## src/rtl/clk_en_pkg.sv

```systemverilog
package clk_en_pkg;

   // Strobe bundle of the tree, one bit per branch.
   typedef struct packed {
      logic bus;
      logic ext;
      logic gfx;
      logic smc;
   } en_vec_t;

   // Ratio encoded by a select value: value n divides by n+1.
   function automatic int unsigned ratio_of(input int unsigned sel);
      return sel + 1;
   endfunction

endpackage

```

## src/rtl/ce_div.sv

```systemverilog
module ce_div #(
   parameter int SEL_W = 2
) (
   input  logic             clk,
   input  logic             rst,
   input  logic             tick_in,
   input  logic [SEL_W-1:0] sel,
   output logic             tick_out
);

   localparam int SPAN_W = SEL_W + 1;

   initial begin
      assert (SEL_W >= 1 && SEL_W <= 8)
         else $error("ce_div: SEL_W out of range");
   end

   logic [SEL_W-1:0] cnt_q;
   logic [SEL_W-1:0] lim_q;
   logic             term;

   assign term = (cnt_q == lim_q);

   // The period limit is taken from sel only at the terminal count.
   always_ff @(posedge clk) begin
      if (rst) begin
         cnt_q <= '0;
         lim_q <= sel;
      end else if (tick_in) begin
         if (term) begin
            cnt_q <= '0;
            lim_q <= sel;
         end else begin
            cnt_q <= cnt_q + 1'b1;
         end
      end
   end

   assign tick_out = tick_in & (cnt_q == '0);

   // Period checker: input ticks between output strobes.
   logic [SPAN_W-1:0] since_q;
   logic [SEL_W-1:0]  prev_lim_q;
   logic              seen_q;

   always_ff @(posedge clk) begin
      if (rst) begin
         since_q    <= '0;
         prev_lim_q <= '0;
         seen_q     <= 1'b0;
      end else if (tick_in) begin
         if (tick_out) begin
            since_q    <= SPAN_W'(1);
            prev_lim_q <= lim_q;
            seen_q     <= 1'b1;
         end else begin
            since_q <= since_q + 1'b1;
         end
      end
   end

   // each period lasts exactly the ratio latched at its start.
   p_period_len_r6: assert property (@(posedge clk) disable iff (rst)
      (tick_out && seen_q) |-> (since_q == ({1'b0, prev_lim_q} + SPAN_W'(1))));

   // counter never passes the active limit.
   p_cnt_bound_r5: assert property (@(posedge clk) disable iff (rst)
      cnt_q <= lim_q);

endmodule

```

## src/rtl/bridge_sel_reg.sv

```systemverilog
module bridge_sel_reg #(
   parameter int CFG_W      = 32,
   parameter int BRIDGE_LSB = 22,
   parameter int N_BRIDGE   = 3
) (
   input  logic                clk,
   input  logic                rst,
   input  logic                cfg_we,
   input  logic [CFG_W-1:0]    cfg_data,
   output logic [N_BRIDGE-1:0] bridge_ext
);

   initial begin
      assert (BRIDGE_LSB + N_BRIDGE <= CFG_W)
         else $error("bridge_sel_reg: flag field exceeds word");
   end

   always_ff @(posedge clk) begin
      if (rst)
         bridge_ext <= '0;
      else if (cfg_we)
         bridge_ext <= cfg_data[BRIDGE_LSB +: N_BRIDGE];
   end

   // flags hold while no write occurs.
   p_flag_hold_r8: assert property (@(posedge clk) disable iff (rst)
      !cfg_we |=> $stable(bridge_ext));

   // a write captures exactly the flag field.
   p_flag_load_r8: assert property (@(posedge clk) disable iff (rst)
      cfg_we |=> (bridge_ext == $past(cfg_data[BRIDGE_LSB +: N_BRIDGE])));

   // reset clears every flag.
   p_flag_clear_r9: assert property (@(posedge clk)
      rst |=> (bridge_ext == '0));

endmodule

```

## src/rtl/clk_en_tree.sv

```systemverilog
module clk_en_tree #(
   parameter int BUS_SEL_W  = 2,
   parameter int EXT_SEL_W  = 3,
   parameter int PER_SEL_W  = 2,
   parameter int CFG_W      = 32,
   parameter int BRIDGE_LSB = 22,
   parameter int N_BRIDGE   = 3
) (
   input  logic                 clk,
   input  logic                 rst,
   input  logic [BUS_SEL_W-1:0] bus_sel,
   input  logic [EXT_SEL_W-1:0] ext_sel,
   input  logic [PER_SEL_W-1:0] gfx_sel,
   input  logic [PER_SEL_W-1:0] smc_sel,
   input  logic                 cfg_we,
   input  logic [CFG_W-1:0]     cfg_data,
   output logic                 bus_en,
   output logic                 ext_en,
   output logic                 gfx_en,
   output logic                 smc_en,
   output logic [N_BRIDGE-1:0]  bridge_ext
);
   import clk_en_pkg::*;

   localparam int N_PER = 2;

   initial begin
      assert (N_BRIDGE >= 1) else $error("clk_en_tree: need a bridge flag");
   end

   logic core_tick;
   assign core_tick = ~rst;

   ce_div #(.SEL_W(BUS_SEL_W)) u_bus_div (
      .clk(clk), .rst(rst), .tick_in(core_tick), .sel(bus_sel), .tick_out(bus_en)
   );

   // Second stage counts bus strobes, so the ratios multiply.
   ce_div #(.SEL_W(EXT_SEL_W)) u_ext_div (
      .clk(clk), .rst(rst), .tick_in(bus_en), .sel(ext_sel), .tick_out(ext_en)
   );

   // Peripheral branches, all fed by the bus strobe.
   logic [PER_SEL_W-1:0] per_sel [N_PER];
   logic [N_PER-1:0]     per_en;

   assign per_sel[0] = gfx_sel;
   assign per_sel[1] = smc_sel;

   for (genvar g = 0; g < N_PER; g++) begin : g_per
      ce_div #(.SEL_W(PER_SEL_W)) u_per_div (
         .clk(clk), .rst(rst), .tick_in(bus_en), .sel(per_sel[g]),
         .tick_out(per_en[g])
      );
   end

   assign gfx_en = per_en[0];
   assign smc_en = per_en[1];

   bridge_sel_reg #(
      .CFG_W(CFG_W), .BRIDGE_LSB(BRIDGE_LSB), .N_BRIDGE(N_BRIDGE)
   ) u_bridge (
      .clk(clk), .rst(rst), .cfg_we(cfg_we), .cfg_data(cfg_data),
      .bridge_ext(bridge_ext)
   );

   en_vec_t en_now;
   assign en_now = '{bus: bus_en, ext: ext_en, gfx: gfx_en, smc: smc_en};

   // all branches emit their first strobe together after reset.
   p_first_aligned_r7: assert property (@(posedge clk) disable iff (rst)
      $fell(rst) |-> (en_now == 4'b1111));

   // R2 (and R3, R4): derived strobes only coincide with a bus strobe.
   p_nested_r2: assert property (@(posedge clk) disable iff (rst)
      (en_now.ext || en_now.gfx || en_now.smc) |-> en_now.bus);

endmodule

```

## config.mk

```make
export PLATFORM = sky130hd
export DESIGN_NAME = clk_en_tree
export DESIGN_NICKNAME = d
export VERILOG_FILES = /design/src/rtl/clk_en_pkg.sv /design/src/rtl/ce_div.sv /design/src/rtl/bridge_sel_reg.sv /design/src/rtl/clk_en_tree.sv
export SDC_FILE = /design/constraint.sdc
export NUM_CORES = 1
export LEC_CHECK = 0
export ABC_CLOCK_PERIOD_IN_PS = 1800
export BUFFER_PORTS_ARGS = -buffer_cell sky130_fd_sc_hd__buf_2
export CAP_MARGIN = 0
export CORE_UTILIZATION = 43
export DETAILED_ROUTE_END_ITERATION = 6
export PLACE_DENSITY = 0.8
export SYNTH_ARGS = -nofsm -noshare
export SYNTH_HDL_FRONTEND = slang
export SYNTH_SLANG_ARGS = --single-unit
```

## constraint.sdc

```tcl
create_clock -name clk -period 1.8 [get_ports clk]
set_input_delay 0.27 -clock clk [delete_from_list [all_inputs] [get_ports clk]]
set_output_delay 0.27 -clock clk [all_outputs]
set_load 0.03 [all_outputs]
```

=== Word-level counts from Yosys, hierarchy flattened ===
Cells that the tools add are included.

* Register bits after elaboration: 21
* Latch bits: 0
* RAM bits: 0
* Bits in read-only memories: 0
* Input port bits: 44
* Memories: 0

* Add/subtract/negate cells: 4
* $mul: 0
* Div/mod/pow operators: 0
* Order comparisons: 0
* Equal/unequal tests: 4
* Shifts and indexed selects: 0
* Muxes and demuxes: 14
* Bitwise logic cells: 5
* Reductions and logical operators: 13

{| class="wikitable"
|+ Operator list
! kind !! count
|-
| 2-to-1 mux 2 bit || 10
|-
| 2-to-1 mux 3 bit || 4
|-
| nonzero test 2 bit || 5
|-
| adder 2 x 1 -> 2 bit (second input constant) || 3
|-
| == test 2 bit || 3
|-
| zero test 2 bit || 3
|-
| AND reduction 2 bit || 3
|-
| bitwise AND 1 bit || 4
|-
| adder 3 x 1 -> 3 bit (second input constant) || 1
|-
| == test 3 bit || 1
|-
| zero test 3 bit || 1
|-
| OR reduction 2 bit || 1
|-
| inverter 1 bit || 1
|}

=== Logic depth before layout (Yosys ltp) ===
* Depth after elaboration: 4
* Mapped depth: 6
* Depth with buffers taken out: 5

=== Cells and area by module ===
A second synthesis with hierarchy kept.

* Cells, all modules: 89
* Area, all modules: 1006.0 µm²

{| class="wikitable"
|+ Modules (own cells, without submodules)
! module !! times used !! cells each !! area each (µm²) !! seq. area each (µm²)
|-
| ce_div at g_per[0].u_per_div ... || 3 || 16 || 193.9 || 100.1
|-
| ce_div at u_ext_div || 1 || 31 || 319.1 || 150.1
|-
| bridge_sel_reg || 1 || 9 || 101.3 || 60.1
|-
| clk_en_tree || 1 || 1 || 3.8 || 0.0
|}

=== Worst setup path after synthesis ===
OpenSTA, ideal clock, no wires.

* Path type: flip-flop to output port
* Start: register u_bus_div.cnt_q[0]
* End: output port ext_en
* Data arrival time: 1588 ps
* Data required time: 1530 ps
* Slack: -58 ps
* Cell stages (with the launch flop): 5
* Buffers on the path: 0
* Cells stage by stage: dfxtp_1 -> inv_1 -> ha_1 -> nor2b_1 -> and3b_1

* Cells in the longest elaborated chain, start to end: 3

{| class="wikitable"
|+ RTL lines
! what !! RTL line !! text
|-
| from (decl) || ce_div.sv:18 || <nowiki>logic [SEL_W-1:0] cnt_q;</nowiki>
|-
| from (signal assigned) || ce_div.sv:34 || <nowiki>cnt_q <= cnt_q + 1'b1;</nowiki>
|-
| zero test 2 bit || ce_div.sv:39 || <nowiki>assign tick_out = tick_in & (cnt_q == '0);</nowiki>
|-
| bitwise AND 1 bit || ce_div.sv:39 ||
|-
| via bus_en || clk_en_tree.sv:17 || <nowiki>output logic bus_en,</nowiki>
|-
| bitwise AND 1 bit || ce_div.sv:39 ||
|-
| to (decl) || clk_en_tree.sv:18 || <nowiki>output logic ext_en,</nowiki>
|}

The timed path passes the listed nets, and every way through them passes these cells.

=== Worst setup path in the final report ===
* Start: register u_bus_div.cnt_q[0]
* End: output port ext_en

* Cells in the longest elaborated chain, start to end: 3

{| class="wikitable"
|+ RTL lines
! what !! RTL line
|-
| zero test 2 bit || ce_div.sv:39
|-
| bitwise AND 1 bit (2 in a row) || ce_div.sv:39
|}

No other way between the ends.

==> metrics.md <==
| Metric | Value |
|---|---|
| Pin count of the biggest net entering global routing | `14` |
| R2R cell count | `3` |
| Die H | `between 40 and 50 µm` |
| Status | `finished, final reports clean` |
| Share of layout cells above drive strength 1 | `23.3%` |
| Worst Hold Launch | `ext_sel[2]` |
| Synth warn | `0` |
| Setup TNS | `0 ps` |
| DRT Wirelength | `1600 µm` |
| Hold Crit Class | `in -> reg` |
| Finished Core Util | `55.8%` |
| Netlist cell types | `26` |
| # setup viols final | `0` |
| Relative slew margins | `67.2%` |
| Core Footprint | `2040 µm²` |
| Starting Density | `47.3%` |
| # fillers | `194` |
| DR iter-0 viols | `7` |
| Layout Skew | `about 1.2 ps` |
| Vias in the first global route | `665` |
| Final nets | `166` |
| GPL Wtd Cong | `between 0.7 and 0.8` |
| Initial antenna violation count | `0` |
| Total GRT Usage | `15.0%` |
| Mapped Area | `966 µm²` |
| Final worst-path cycle share | `95.1%` |
| Worst-margin pin slew | `487 ps` |
| RR Endpoint | `u_ext_div.lim_q[2]` |
| Die area | `2440 µm²` |
| CP Capture Type | `primary output` |
| Syn-to-layout area delta | `17.9%` |
| Clk buf depth | `2` |
| RSZ-0062 raised after global routing | `false` |
| Arrival time at the worst endpoint | `1440 ps` |
| CTS H-Tree Depth | `1` |
| DR vias | `708` |
| Drt pass-1 iters | `3` |
| Avg WL per Cell | `11.2 µm` |
| Hold Vio Cnt, Final | `0` |
| Power Density | `around 1500 nW/µm²` |
| Vias per cell | `4.95` |
| Cts bufs inserted | `3` |
| CTS tree | `built` |
| Most frequent cells in the layout | `20 x buf_2, 11 x inv_1, 11 x dfxtp_1` |
| Max Cap Violations | `0` |
| Ant diodes | `0` |
| Width of the chip | `49.4 µm` |
| Hold_buf cts | `0` |
| Clk pin slew, worst setup/hold paths | `between 100 and 150 ps` |
| Syn_nets | `141` |
| I/O pins | `around 50` |
| VDD IR max | `between 0.8 and 0.9 mV` |
| Num rows | `16` |
| Buffers on Ports | `21` |
| Hold Crit Depth | `1` |
| P_leak | `between 0.5 and 0.6 nW` |
| Remaining antenna violation count | `0` |
| DPL Wire Length | `1210 µm` |
| Startpoint Class | `flip-flop` |
| CTS Root Cell | `clkbuf_4` |
| Fmax achieved | `approximately 580 MHz` |
| Synth Area per Inst | `10.5 µm²` |
| Reg2reg setup slack | `380 ps` |
| Number of synthesized register bits | `21` |
| TritonCTS Sinks | `21` |
| Hold EP | `u_ext_div.lim_q[2]` |
| Cells after Synth | `92` |
| First-pass GRT wire length | `2770 µm` |
| Crit path kind | `reg -> out` |
| Min cycle time layout | `1710 ps` |
| Commonest non-fill, non-tap cell in the layout | `buf_2` |
| Number of remaining DRC errors | `0` |
| Critical Path RT | `1530 ps` |
| Pins Over Slew Limit | `0` |
| Skew-Pair Late Insertion Delay | `about 300 ps` |
| Worst r2r src | `u_ext_div.lim_q[1]` |
| Crit-path max FO | `5` |
| Post-synthesis sequential area ratio | `52.8%` |
| Congestion Overflow GR | `0` |
## area by class of cell
class | count | area, µm² | share of cell area [%]
Timing Repair Buffer | 22 | 115 | 10.1
Clock buffer | 4 | 26.3 | 2.31
Tap cell | 27 | 33.8 | 2.97
Inverter | 11 | 41.3 | 3.63
Multi-Input combinational cell | 58 | 410 | 36.0
Sequential cell | 21 | 512 | 44.9
## per-layer routing
metal,vias to the layer above,GRT usage [%],routed length (µm)
met2,19,25.8,774
met1,318,16.3,712
met3,4,3.74,73
met5,-,0,0
met4,0,9.52,34
li1,367,-,-
## through the flow
step	cell area, µm²	total power, mW	instances	hold slack [ps]	setup slack, ps
after floorplan	968	1.27	92	348	154
after detailed placement	1100	1.44	139	448	365
after global placement	1100	1.40	139	439	382
final	1140	1.67	143	133	89.0
after CTS	1130	1.67	143	124	7.10
after global routing	1140	1.81	143	100	4.93
## Yosys cell counts
| master | n | share of area, % |
|---|---|---|
| and2_1 | 2 | 1.3 |
| o32ai_1 | 1 | 0.91 |
| edfxtp_1 | 9 | 28 |
| a21o_1 | 2 | 1.6 |
| a221oi_1 | 2 | 1.8 |
| o21ai_1 | 2 | 1.0 |
| o31ai_1 | 2 | 1.6 |
| ha_1 | 5 | 6.5 |
| nand3b_1 | 2 | 1.6 |
| o21ai_0 | 3 | 1.6 |
| xor2_1 | 9 | 8.2 |
| dfxtp_1 | 12 | 25 |
| nor3_1 | 3 | 1.6 |
| o211ai_1 | 2 | 1.6 |
| mux2i_1 | 3 | 3.1 |
| o22ai_1 | 1 | 0.65 |
| buf_4 | 1 | 0.78 |
| nor2b_1 | 1 | 0.65 |
| inv_1 | 11 | 4.3 |
| buf_1 | 1 | 0.39 |
| nand2_1 | 7 | 2.7 |
| and3b_1 | 1 | 0.91 |
| nor2_1 | 5 | 1.9 |
| nor4_1 | 1 | 0.65 |
| nand3_1 | 2 | 1.0 |
| a21oi_1 | 2 | 1.0 |
## worst max path at each step
stage | from | cells after the start | end
finish | u_bus_div.cnt_q[0] | 5 | ext_en
global route | u_bus_div.cnt_q[0] | 5 | ext_en
CTS | u_bus_div.cnt_q[0] | 5 | ext_en
detailed placement | u_bus_div.cnt_q[0] | 5 | ext_en
global placement | u_bus_div.cnt_q[0] | 5 | ext_en
floorplan | u_bus_div.cnt_q[0] | 4 | ext_en
## worst max-delay path, stage by stage, from the launching register on
cell and delay, ps:
dfxtp_2 350, inv_1 50, ha_1 180, nor2b_4 200, and3b_1 180, clkbuf_4 180
## kinds of logic (layout without fill, tap and decap cells)
family | Yosys count | in the layout | share of synthesized area (%)
xor+xnor | 9 | 9 | 8.16
simple gates | 24 | 24 | 12.3
flops | 21 | 21 | 52.8
buf+inv | 13 | 37 | 5.44
compound gates | 17 | 17 | 11.7
mux | 3 | 3 | 3.11
fa+ha+maj | 5 | 5 | 6.48
## flip-flops by register name, indices dropped and copies added (netlist names)
register and count:
g_per.u_per_div.lim_q 4, u_ext_div.lim_q 3, u_ext_div.cnt_q 3, u_bridge.bridge_ext 3
u_bus_div.cnt_q 2, g_per.u_per_div.cnt_q 4, u_bus_div.lim_q 2
## report_power, final
group          total (mW)  switching [mW]  internal [mW]
logic               0.717           0.432          0.285
registers           0.729          0.0971          0.632
clock network       0.225           0.138         0.0865
total                1.67           0.668           1.00
## what timing repair did
| item | in CTS | in global routing |
|---|---|---|
| endpoints found under the hold margin | 0 | 0 |
| resized for setup | 0 | 3 |
| buffers inserted | 0 | 0 |
| setup endpoints to repair | 0 | 3 |
No activity file was read; power rests on OpenSTA's default activity.
